## src/rtl/ckbd_pkg.sv

```systemverilog
package ckbd_pkg;
  typedef enum logic [1:0] {
    ST_IDLE = 2'd0,
    ST_WR   = 2'd1,
    ST_RD   = 2'd2,
    ST_CMP  = 2'd3
  } step_e;
endpackage

```

## src/rtl/ckbd_addr_walk.sv

```systemverilog
module ckbd_addr_walk #(
  parameter int ROW_W = 3,
  parameter int COL_W = 3
) (
  input  logic             clk_i,
  input  logic             rst_ni,
  input  logic             load_i,
  input  logic             adv_i,
  input  logic [ROW_W-1:0] row_max_i,
  input  logic [COL_W-1:0] col_max_i,
  output logic [ROW_W-1:0] row_o,
  output logic [COL_W-1:0] col_o,
  output logic             last_o
);
  logic [ROW_W-1:0] row_q, row_max_q;
  logic [COL_W-1:0] col_q, col_max_q;
  logic             col_end;

  assign col_end = (col_q == col_max_q);

  always_ff @(posedge clk_i or negedge rst_ni) begin
    if (!rst_ni) begin
      row_q     <= '0;
      col_q     <= '0;
      row_max_q <= '0;
      col_max_q <= '0;
    end else if (load_i) begin
      row_q     <= '0;
      col_q     <= '0;
      row_max_q <= row_max_i;
      col_max_q <= col_max_i;
    end else if (adv_i) begin
      if (col_end) begin
        col_q <= '0;
        row_q <= row_q + 1'b1;
      end else begin
        col_q <= col_q + 1'b1;
      end
    end
  end

  assign row_o  = row_q;
  assign col_o  = col_q;
  assign last_o = col_end && (row_q == row_max_q);

  // an advance never runs past the latched limits
  a_r2_col_bound: assert property (@(posedge clk_i) disable iff (!rst_ni)
    adv_i && !load_i |=> col_q <= col_max_q && row_q <= row_max_q);
  a_r2_wrap: assert property (@(posedge clk_i) disable iff (!rst_ni)
    adv_i && !load_i && $past(1'b1) |=> (col_q == '0) || (row_q == $past(row_q)));
endmodule

```

## src/rtl/ckbd_pattern.sv

```systemverilog
module ckbd_pattern #(
  parameter int DATA_W = 4
) (
  input  logic              row_lsb_i,
  input  logic              col_lsb_i,
  input  logic              invert_i,
  output logic [DATA_W-1:0] data_o
);
  logic cell_bit;
  assign cell_bit = row_lsb_i ^ col_lsb_i ^ invert_i;

  for (genvar i = 0; i < DATA_W; i++) begin : g_bit
    assign data_o[i] = cell_bit;
  end
endmodule

```

## src/rtl/ckbd_seq.sv

```systemverilog
module ckbd_seq
  import ckbd_pkg::*;
(
  input  logic clk_i,
  input  logic rst_ni,
  input  logic start_i,
  input  logic last_i,
  input  logic match_i,
  output logic load_o,
  output logic adv_o,
  output logic cap_o,
  output logic we_o,
  output logic re_o,
  output logic busy_o,
  output logic done_o,
  output logic fail_o
);
  step_e st_q;
  logic  done_q, fail_q;

  always_ff @(posedge clk_i or negedge rst_ni) begin
    if (!rst_ni) begin
      st_q   <= ST_IDLE;
      done_q <= 1'b0;
      fail_q <= 1'b0;
    end else begin
      unique case (st_q)
        ST_IDLE: if (start_i) begin
          st_q   <= ST_WR;
          done_q <= 1'b0;
          fail_q <= 1'b0;
        end
        ST_WR: st_q <= ST_RD;
        ST_RD: st_q <= ST_CMP;
        ST_CMP: begin
          if (!match_i) begin
            fail_q <= 1'b1;
            done_q <= 1'b1;
            st_q   <= ST_IDLE;
          end else if (last_i) begin
            done_q <= 1'b1;
            st_q   <= ST_IDLE;
          end else begin
            st_q <= ST_WR;
          end
        end
        default: st_q <= ST_IDLE;
      endcase
    end
  end

  assign load_o = (st_q == ST_IDLE) && start_i;
  assign adv_o  = (st_q == ST_CMP) && match_i && !last_i;
  assign cap_o  = (st_q == ST_CMP) && !match_i;
  assign we_o   = (st_q == ST_WR);
  assign re_o   = (st_q == ST_RD);
  assign busy_o = (st_q != ST_IDLE);
  assign done_o = done_q;
  assign fail_o = fail_q;

  // write is followed by read issue, then by a non-strobe compare cycle
  a_r3_wr_then_rd: assert property (@(posedge clk_i) disable iff (!rst_ni)
    we_o |=> re_o);
  a_r3_rd_then_cmp: assert property (@(posedge clk_i) disable iff (!rst_ni)
    re_o |=> busy_o && !we_o && !re_o);
  // flags hold while no start arrives
  a_r7_fail_sticky: assert property (@(posedge clk_i) disable iff (!rst_ni)
    fail_o && !start_i |=> fail_o);
  a_r7_done_sticky: assert property (@(posedge clk_i) disable iff (!rst_ni)
    done_o && !start_i |=> done_o);
  // a start while busy does not restart the walk
  a_r8_busy_start: assert property (@(posedge clk_i) disable iff (!rst_ni)
    busy_o && !we_o && !re_o && match_i && !last_i && start_i |=> we_o);
endmodule

```

## src/rtl/ckbd_mem_tester.sv

```systemverilog
module ckbd_mem_tester #(
  parameter int ROW_W  = 3,
  parameter int COL_W  = 3,
  parameter int DATA_W = 4
) (
  input  logic              clk_i,
  input  logic              rst_ni,
  input  logic              start_i,
  input  logic [ROW_W-1:0]  row_max_i,
  input  logic [COL_W-1:0]  col_max_i,
  input  logic              invert_i,
  output logic              mem_we_o,
  output logic              mem_re_o,
  output logic [ROW_W-1:0]  mem_row_o,
  output logic [COL_W-1:0]  mem_col_o,
  output logic [DATA_W-1:0] mem_wdata_o,
  input  logic [DATA_W-1:0] mem_rdata_i,
  output logic              busy_o,
  output logic              done_o,
  output logic              fail_o,
  output logic [ROW_W-1:0]  fail_row_o,
  output logic [COL_W-1:0]  fail_col_o
);
  logic load, adv, cap, last, match, inv_q;
  logic [ROW_W-1:0]  row;
  logic [COL_W-1:0]  col;
  logic [DATA_W-1:0] exp_data;
  logic [ROW_W-1:0]  fail_row_q;
  logic [COL_W-1:0]  fail_col_q;

  ckbd_seq u_seq (
    .clk_i   (clk_i),
    .rst_ni  (rst_ni),
    .start_i (start_i),
    .last_i  (last),
    .match_i (match),
    .load_o  (load),
    .adv_o   (adv),
    .cap_o   (cap),
    .we_o    (mem_we_o),
    .re_o    (mem_re_o),
    .busy_o  (busy_o),
    .done_o  (done_o),
    .fail_o  (fail_o)
  );

  ckbd_addr_walk #(.ROW_W(ROW_W), .COL_W(COL_W)) u_walk (
    .clk_i     (clk_i),
    .rst_ni    (rst_ni),
    .load_i    (load),
    .adv_i     (adv),
    .row_max_i (row_max_i),
    .col_max_i (col_max_i),
    .row_o     (row),
    .col_o     (col),
    .last_o    (last)
  );

  ckbd_pattern #(.DATA_W(DATA_W)) u_pat (
    .row_lsb_i (row[0]),
    .col_lsb_i (col[0]),
    .invert_i  (inv_q),
    .data_o    (exp_data)
  );

  // Polarity latched with the limits; capture cleared on start
  always_ff @(posedge clk_i or negedge rst_ni) begin
    if (!rst_ni) begin
      inv_q      <= 1'b0;
      fail_row_q <= '0;
      fail_col_q <= '0;
    end else if (load) begin
      inv_q      <= invert_i;
      fail_row_q <= '0;
      fail_col_q <= '0;
    end else if (cap) begin
      fail_row_q <= row;
      fail_col_q <= col;
    end
  end

  assign match       = (mem_rdata_i == exp_data);
  assign mem_row_o   = row;
  assign mem_col_o   = col;
  assign mem_wdata_o = exp_data;
  assign fail_row_o  = fail_row_q;
  assign fail_col_o  = fail_col_q;


  a_r10_we_re_excl: assert property (@(posedge clk_i) disable iff (!rst_ni)
    !(mem_we_o && mem_re_o));
  // fail always comes with done, and ends activity
  a_r6_fail_done: assert property (@(posedge clk_i) disable iff (!rst_ni)
    fail_o |-> done_o);
  a_r6_stop: assert property (@(posedge clk_i) disable iff (!rst_ni)
    $rose(fail_o) |-> !busy_o && !mem_we_o);
  // address is held between write and read issue
  a_r3_addr_hold: assert property (@(posedge clk_i) disable iff (!rst_ni)
    mem_we_o |=> $stable(mem_row_o) && $stable(mem_col_o));
endmodule

```

## config.mk

```make
export PLATFORM = sky130hd
export DESIGN_NAME = ckbd_mem_tester
export DESIGN_NICKNAME = d
export VERILOG_FILES = /design/src/rtl/ckbd_pkg.sv /design/src/rtl/ckbd_addr_walk.sv /design/src/rtl/ckbd_pattern.sv /design/src/rtl/ckbd_seq.sv /design/src/rtl/ckbd_mem_tester.sv
export SDC_FILE = /design/constraint.sdc
export NUM_CORES = 1
export LEC_CHECK = 0
export ABC_AREA = 0
export ABC_CLOCK_PERIOD_IN_PS = 3200
export BUFFER_PORTS_ARGS = -buffer_cell sky130_fd_sc_hd__buf_2
export CAP_MARGIN = 10
export CORE_MARGIN = 2
export CORE_UTILIZATION = 52
export CTS_BUF_LIST = sky130_fd_sc_hd__clkbuf_16
export DETAILED_ROUTE_END_ITERATION = 10
export PLACE_DENSITY = 0.9
export RECOVER_POWER = 50
export SYNTH_ARGS = -nofsm -noshare
export SYNTH_HDL_FRONTEND = slang
export SYNTH_HIERARCHICAL = 1
export SYNTH_SLANG_ARGS = --single-unit
export TNS_END_PERCENT = 5
```

## constraint.sdc

```tcl
create_clock -name clk_i -period 3.2 [get_ports clk_i]
set_clock_uncertainty 0.15 [all_clocks]
set_input_delay 0.48 -clock clk_i [delete_from_list [all_inputs] [get_ports clk_i]]
set_output_delay 0.48 -clock clk_i [all_outputs]
set_load 0.02 [all_outputs]
```

==> results of run 1 <==
power groups by stage:
stage               Combinational (mW)  Sequential, mW  Clock, mW
finish                           0.815           0.493      0.265
global route                     0.880           0.507      0.276
CTS                              0.829           0.493      0.267
detailed placement               0.816           0.497          0
global placement                 0.786           0.487          0
floorplan                        0.649           0.530          0
per-layer routing:
metal | wire [um] | up-vias
li1 | - | 453
met1 | 1070 | 466
met2 | 1400 | 39
met3 | 142 | 2
met4 | 10 | 0
met5 | 0 | -
worst reg2reg max path, delay by kind of cell, from the launching register on:
family	cells	cell delay, ps
flops	1	510
mux	1	360
simple gates	5	1030
xor+xnor	2	730
final cells by class:
type,count,area (um^2),area share (%)
Clock buffer,3,75.1,4.76
Clock inverter,1,3.75,0.238
Multi-Input combinational cell,79,693,44.0
Sequential cell,23,576,36.5
Inverter,7,26.3,1.67
Timing Repair Buffer,35,165,10.5
Tap cell,30,37.5,2.38
cells in the final DEF, fill, tap and decap left out, types with 2 or more instances in the layout:
cell type	synthesis	routed
mux2_2	9	9
buf_2	0	24
ha_1	8	8
xnor2_1	3	3
clkbuf_1	1	10
nor2b_1	3	3
clkbuf_16	0	3
xor2_1	6	6
nand2_1	5	5
nand2b_1	4	5
inv_1	7	8
a21oi_1	4	4
o32ai_1	2	2
dfrtp_1	23	23
mux2i_1	8	8
nor2_1	10	10
state kept, by name (all words and copies together) (netlist names), 2 cells and up:
| signal | cells |
|---|---|
| fail_row_o | 3 |
| u_walk/row_o | 3 |
| u_walk/col_o | 3 |
| fail_col_o | 3 |
| u_walk/row_max_q | 3 |
| u_walk/col_max_q | 3 |
| u_seq/st_q | 2 |
cells by family (layout without fill, tap and decap cells):
logic type      after synthesis  after routing  synth area share, %
simple gates                 32             32                 15.7
flops                        23             23                 42.6
mux                          18             18                 14.3
buf+inv                      15             46                 5.84
xor+xnor                     11             11                 8.80
compound gates               10             10                 5.38
fa+ha+maj                     8              8                 7.41
per-stage QoR:
stage | hold slack, ps | cell area, um^2 | setup WS, ps
2_1_floorplan | 34.4 | 1350 | 144
3_3_place_gp | 322 | 1510 | 326
3_5_place_dp | 330 | 1510 | 216
4_1_cts | 62.7 | 1590 | 189
5_1_grt | 316 | 1580 | 39.0
6_report | 307 | 1580 | 308
worst paths after layout:
check | startpoint | endpoint | slack [ps] | cells past startpoint
hold reg to reg | u_walk/col_max_q[1]$_DFFE_PN0P_ | u_walk/col_max_q[1]$_DFFE_PN0P_ | 380 | 1
setup reg to reg | u_walk/row_o[0]$_DFFE_PN0P_ | u_walk/row_o[2]$_DFFE_PN0P_ | 310 | 8
min in group clk_i | col_max_i[1] | u_walk/col_max_q[1]$_DFFE_PN0P_ | 310 | 2
max in group asynchronous | rst_ni | u_seq/st_q[1]$_DFFE_PN0P_ | 1880 | 1
hold / removal | rst_ni | u_walk/col_o[1]$_DFFE_PN0P_ | 310 | 1
setup / recovery | u_walk/row_o[0]$_DFFE_PN0P_ | u_walk/row_o[2]$_DFFE_PN0P_ | 310 | 8
==> impl_metrics.env, run 1 <==
export IMPL_grt_usage_pct=19.7
export IMPL_synth_seq_area_share_pct=42.6
export IMPL_syn_area_per_cell_um2=11.5
export IMPL_htreeDepth=1
export IMPL_clkPwrFrac_pct=16.8
export IMPL_synth_cell_types=33
export IMPL_share_comb_of_total_power_pct=51.8
export IMPL_insertion_delay_ps=250
export IMPL_rows=18
export IMPL_place_gp_congestion=0.816
export IMPL_synth_common_cells="dfrtp_1 (23), nor2_1 (10), mux2_2 (9)"
export IMPL_hold_buffers=0
export IMPL_grt_antenna_before_repair=0
export IMPL_path_cells="xor3_1, xor2_1, nor4_2, nand2b_1, nor2_4, nand2_1, nor4_1, mux2_2"
export IMPL_cts_buffer_depth=2
export IMPL_endpoint_kind="flip-flop"
export IMPL_drc=0
export IMPL_path_clk_slew_ps=60
export IMPL_grtUsageMet2_pct=34.1
export IMPL_worstPathRequired_ps=3190
export IMPL_ys_async_sr_fraction_pct=100
export IMPL_fin_nets=171
export IMPL_ir_drop_v=0.000873
export IMPL_slew_headroom_pct=19.8
export IMPL_setup_viol=0
export IMPL_dpl_hpwl_um=1940
export IMPL_max_slew_worst_pin_slew_ps=1200
export IMPL_tns_ps=0
export IMPL_globalRouteMet3Util_pct=3.23
export IMPL_fillers=200
export IMPL_viasPerCell=5.39
export IMPL_power_total_mw=1.57
export IMPL_area_growth_pct=16.8
export IMPL_grt_setup_unrepaired="false"
export IMPL_start_util_pct=54.5
export IMPL_net_switching_power_mw=0.684
export IMPL_cp_slowest_stage_delay_ps=510
export IMPL_drive_above_1_share_pct=29.7
export IMPL_instances_no_fill=178
export IMPL_synth_ff_type="dfrtp_1"
export IMPL_first_iter_violations=16
export IMPL_synthTopCellsByArea="dfrtp_1 (43%), mux2_2 (7.5%), ha_1 (7.4%)"
export IMPL_numCtsBuffers=3
export IMPL_start_kind="flip-flop"
export IMPL_cts_root_buf="clkbuf_16"
export IMPL_cts_setup_buffers=0
export IMPL_clock_sinks=23
export IMPL_diodes=0
export IMPL_post_cts_resize_count=0
export IMPL_syn_inst=117
export IMPL_overflow=0
export IMPL_final_hold_violation_count=0
export IMPL_status="completed"
export IMPL_core_area_um2=2480
export IMPL_fmax_mhz=346
export IMPL_io_buffers=34
export IMPL_grtUsageMet1_pct=25.7
export IMPL_busiest_layer="met2"
export IMPL_max_cap_violations=0
export IMPL_synth_edf_count=0
export IMPL_crit_buf_inv=0
export IMPL_drtPass1Iterations=4
export IMPL_critPathTopFamily="simple AND/OR/NAND/NOR gates"
export IMPL_cts_tree="built"
export IMPL_grt_max_degree=26
export IMPL_synth_most_common_cell="dfrtp_1"
export IMPL_power_frac_seq_pct=31.4
export IMPL_p_int_mw=0.888
export IMPL_die_height_um=55.0
export IMPL_die_area_um2=3020
export IMPL_wirelength_um=2620
export IMPL_switching_share_pct=43.5
export IMPL_syn_nets=139
export IMPL_grt_pass1_wl_um=4210
export IMPL_placed_cells=174
export IMPL_die_width_um=55.0
export IMPL_netlist_area_leader_share_pct=42.6
export IMPL_worstHoldPathType="in2async"
export IMPL_slowest_stage="dfrtp_1"
export IMPL_ant_nets=0
export IMPL_wl_per_cell_um=14.7
export IMPL_drv_slew=0
export IMPL_finalCoreUtilization_pct=63.6
export IMPL_grt_pass1_vias=922
export IMPL_syn_cell_area_um2=1350
export IMPL_min_period_over_period_pct=90.4
export IMPL_path_max_fanout=9
export IMPL_yosysWarnings=6
export IMPL_leakage_nw=0.756
export IMPL_ys_ff_latch=23
export IMPL_vias=960
export IMPL_power_density_nw_per_um2=997
export IMPL_finalCriticalPeriod_ps=2890
export IMPL_crit_arrival_ps=2880
export IMPL_synth_top_area_cell="dfrtp_1"
export IMPL_critical_path_class="reg2reg"
export IMPL_io_pins=35
Power figures use the tool's default switching activity.
==> inputs of run 2 (changes only) <==
Settings changed: CORE_UTILIZATION 52 to 40, PLACE_DENSITY 0.9 to 0.74.
==> run 2 against run 1 <==
Hold slack lost 2.9 ps. Sequential share of layout area down 0.71 points. Wire length decreased by 1.4%. Die area is 28% higher.
==> impl_metrics.env, run 2 (synthesized netlist as in run 1, its figures left out) <==
export IMPL_path_max_fanout=8
export IMPL_start_util_pct=41.1
export IMPL_viasPerCell=4.82
export IMPL_first_iter_violations=23
export IMPL_io_pins=35
export IMPL_setup_ws_ps=413
export IMPL_clock_sinks=23
export IMPL_cts_tree="built"
export IMPL_drive_above_1_share_pct=31.3
export IMPL_die_area_um2=3860
export IMPL_fmax_mhz=359
export IMPL_place_area_um2=1550
export IMPL_status="completed"
export IMPL_worstHoldPathType="in2reg"
export IMPL_r2r_start="u_walk/row_o[0]$_DFFE_PN0P_"
export IMPL_insertion_delay_ps=260
export IMPL_die_height_um=62.1
export IMPL_cp_slowest_stage_delay_ps=510
export IMPL_io_buffers=34
export IMPL_min_period_over_period_pct=87.1
export IMPL_max_cap_violations=0
export IMPL_diodes=0
export IMPL_cts_buffer_depth=2
export IMPL_core_area_um2=3280
export IMPL_final_common_cell="buf_2"
export IMPL_finalCriticalPeriod_ps=2790
export IMPL_tns_ps=0
export IMPL_wirelength_um=2580
export IMPL_start_kind="flip-flop"
export IMPL_r2r_slack_ps=410
export IMPL_path_clk_slew_ps=60
export IMPL_crit_arrival_ps=2790
export IMPL_hold_depth=2
export IMPL_final_area_um2=1610
export IMPL_post_cts_resize_count=0
export IMPL_numCtsBuffers=3
export IMPL_drc=0
export IMPL_vias=945
export IMPL_hold_path_endpoint="u_walk/row_max_q[2]$_DFFE_PN0P_"
export IMPL_critical_path_class="reg2reg"
export IMPL_power_total_mw=1.57
export IMPL_area_growth_pct=19.1
export IMPL_drv_slew=0
export IMPL_max_slew_worst_pin_slew_ps=1240
export IMPL_hold_buffers=0
export IMPL_drtPass1Iterations=4
export IMPL_slew_headroom_pct=17.1
export IMPL_wl_per_cell_um=13.2
export IMPL_grt_usage_pct=15.1
export IMPL_endpoint_kind="flip-flop"
export IMPL_layout_common_cells="buf_2 (24), dfrtp_1 (23), nor2_1 (10), clkbuf_1 (10), mux2_2 (9)"
export IMPL_rows=21
export IMPL_place_ws_ps=383
export IMPL_r2r_end="u_walk/col_o[2]$_DFFE_PN0P_"
export IMPL_fin_nets=173
export IMPL_worstHoldStart="row_max_i[2]"
export IMPL_grt_max_degree=26
export IMPL_cts_root_buf="clkbuf_16"
export IMPL_ant_nets=0
export IMPL_grt_antenna_before_repair=0
export IMPL_ir_drop_v=0.000563
export IMPL_overflow=0
export IMPL_setup_viol=0
export IMPL_power_density_nw_per_um2=976
export IMPL_leakage_nw=0.765
export IMPL_place_gp_congestion=0.736
export IMPL_final_hold_violation_count=0
export IMPL_r2r_cells=9
export IMPL_path_cells="xor3_1, xor2_1, nor4_2, nand2b_1, nor2_2, buf_4, nand2_1, mux2_2, o32ai_1"
export IMPL_grt_pass1_vias=855
export IMPL_htreeDepth=1
export IMPL_cts_setup_buffers=0
export IMPL_dpl_hpwl_um=1890
export IMPL_grt_pass1_wl_um=4150
export IMPL_die_width_um=62.1
export IMPL_worstPathRequired_ps=3200
export IMPL_grt_setup_unrepaired="false"
export IMPL_slowest_stage="xor3_1"
[run 2: cell types whose count changed in the layout (fill, tap and decap cells not counted), sizes merged]
| cell | previous run | this run |
|---|---|---|
| clkinv | 0 | 1 |
| buf | 25 | 27 |
| inv | 8 | 7 |
[run 2: how the worst max path moves through the flow]
stage / from / depth (start not counted) / endpoint
2_1_floorplan: u_walk/col_o[0]$_DFFE_PN0P_ / 9 / u_walk/row_o[0]$_DFFE_PN0P_
3_3_place_gp: u_walk/row_o[0]$_DFFE_PN0P_ / 9 / u_walk/col_o[2]$_DFFE_PN0P_
3_5_place_dp: u_walk/row_o[0]$_DFFE_PN0P_ / 9 / u_walk/col_o[2]$_DFFE_PN0P_
4_1_cts: u_walk/row_o[0]$_DFFE_PN0P_ / 9 / u_walk/col_o[2]$_DFFE_PN0P_
5_1_grt: u_walk/row_o[0]$_DFFE_PN0P_ / 9 / u_walk/col_o[2]$_DFFE_PN0P_
6_report: u_walk/row_o[0]$_DFFE_PN0P_ / 9 / u_walk/col_o[2]$_DFFE_PN0P_
[run 2: worst max-delay path: cells and delay by family, from the launching register on]
family / cells / cell delay [ps]
xor gates and xnor gates: 2 / 730
and+or+nand+nor: 4 / 690
DFF: 1 / 460
muxes: 1 / 250
AOI/OAI and AO/OA: 1 / 230
buffers and inverters: 1 / 170
[run 2: cell type report]
type | count | area [um^2]
multi-input combinational | 79 | 688
tap | 46 | 57.6
fill | 317 | 1680
sequential | 23 | 576
clock buffer | 3 | 75.1
clock inverter | 1 | 5.00
timing repair buffer | 37 | 180
inverter | 7 | 26.3
[run 2: metrics by stage]
stage	cells	util [%]	hold slack, ps
2_1_floorplan	117	-	34.4
3_3_place_gp	192	47.1	331
3_5_place_dp	192	47.1	332
4_1_cts	196	49.6	57.6
5_1_grt	196	49.0	312
6_report	196	49.0	304
[run 2: metal layers]
layer / global-route usage, % / routed length, um / vias to the layer above
met5: 0 / 0 / -
met4: 5.47 / 44 / 0
met3: 3.31 / 145 / 4
met2: 22.6 / 1240 / 30
met1: 21.4 / 1150 / 458
li1: - / - / 453
[run 2: where the power goes]
| group | leakage (nW) | total [mW] | internal [mW] | switching (mW) |
|---|---|---|---|---|
| clock | 0.0409 | 0.270 | 0.168 | 0.102 |
| combinational | 0.435 | 0.809 | 0.335 | 0.474 |
| sequential | 0.289 | 0.491 | 0.394 | 0.0968 |
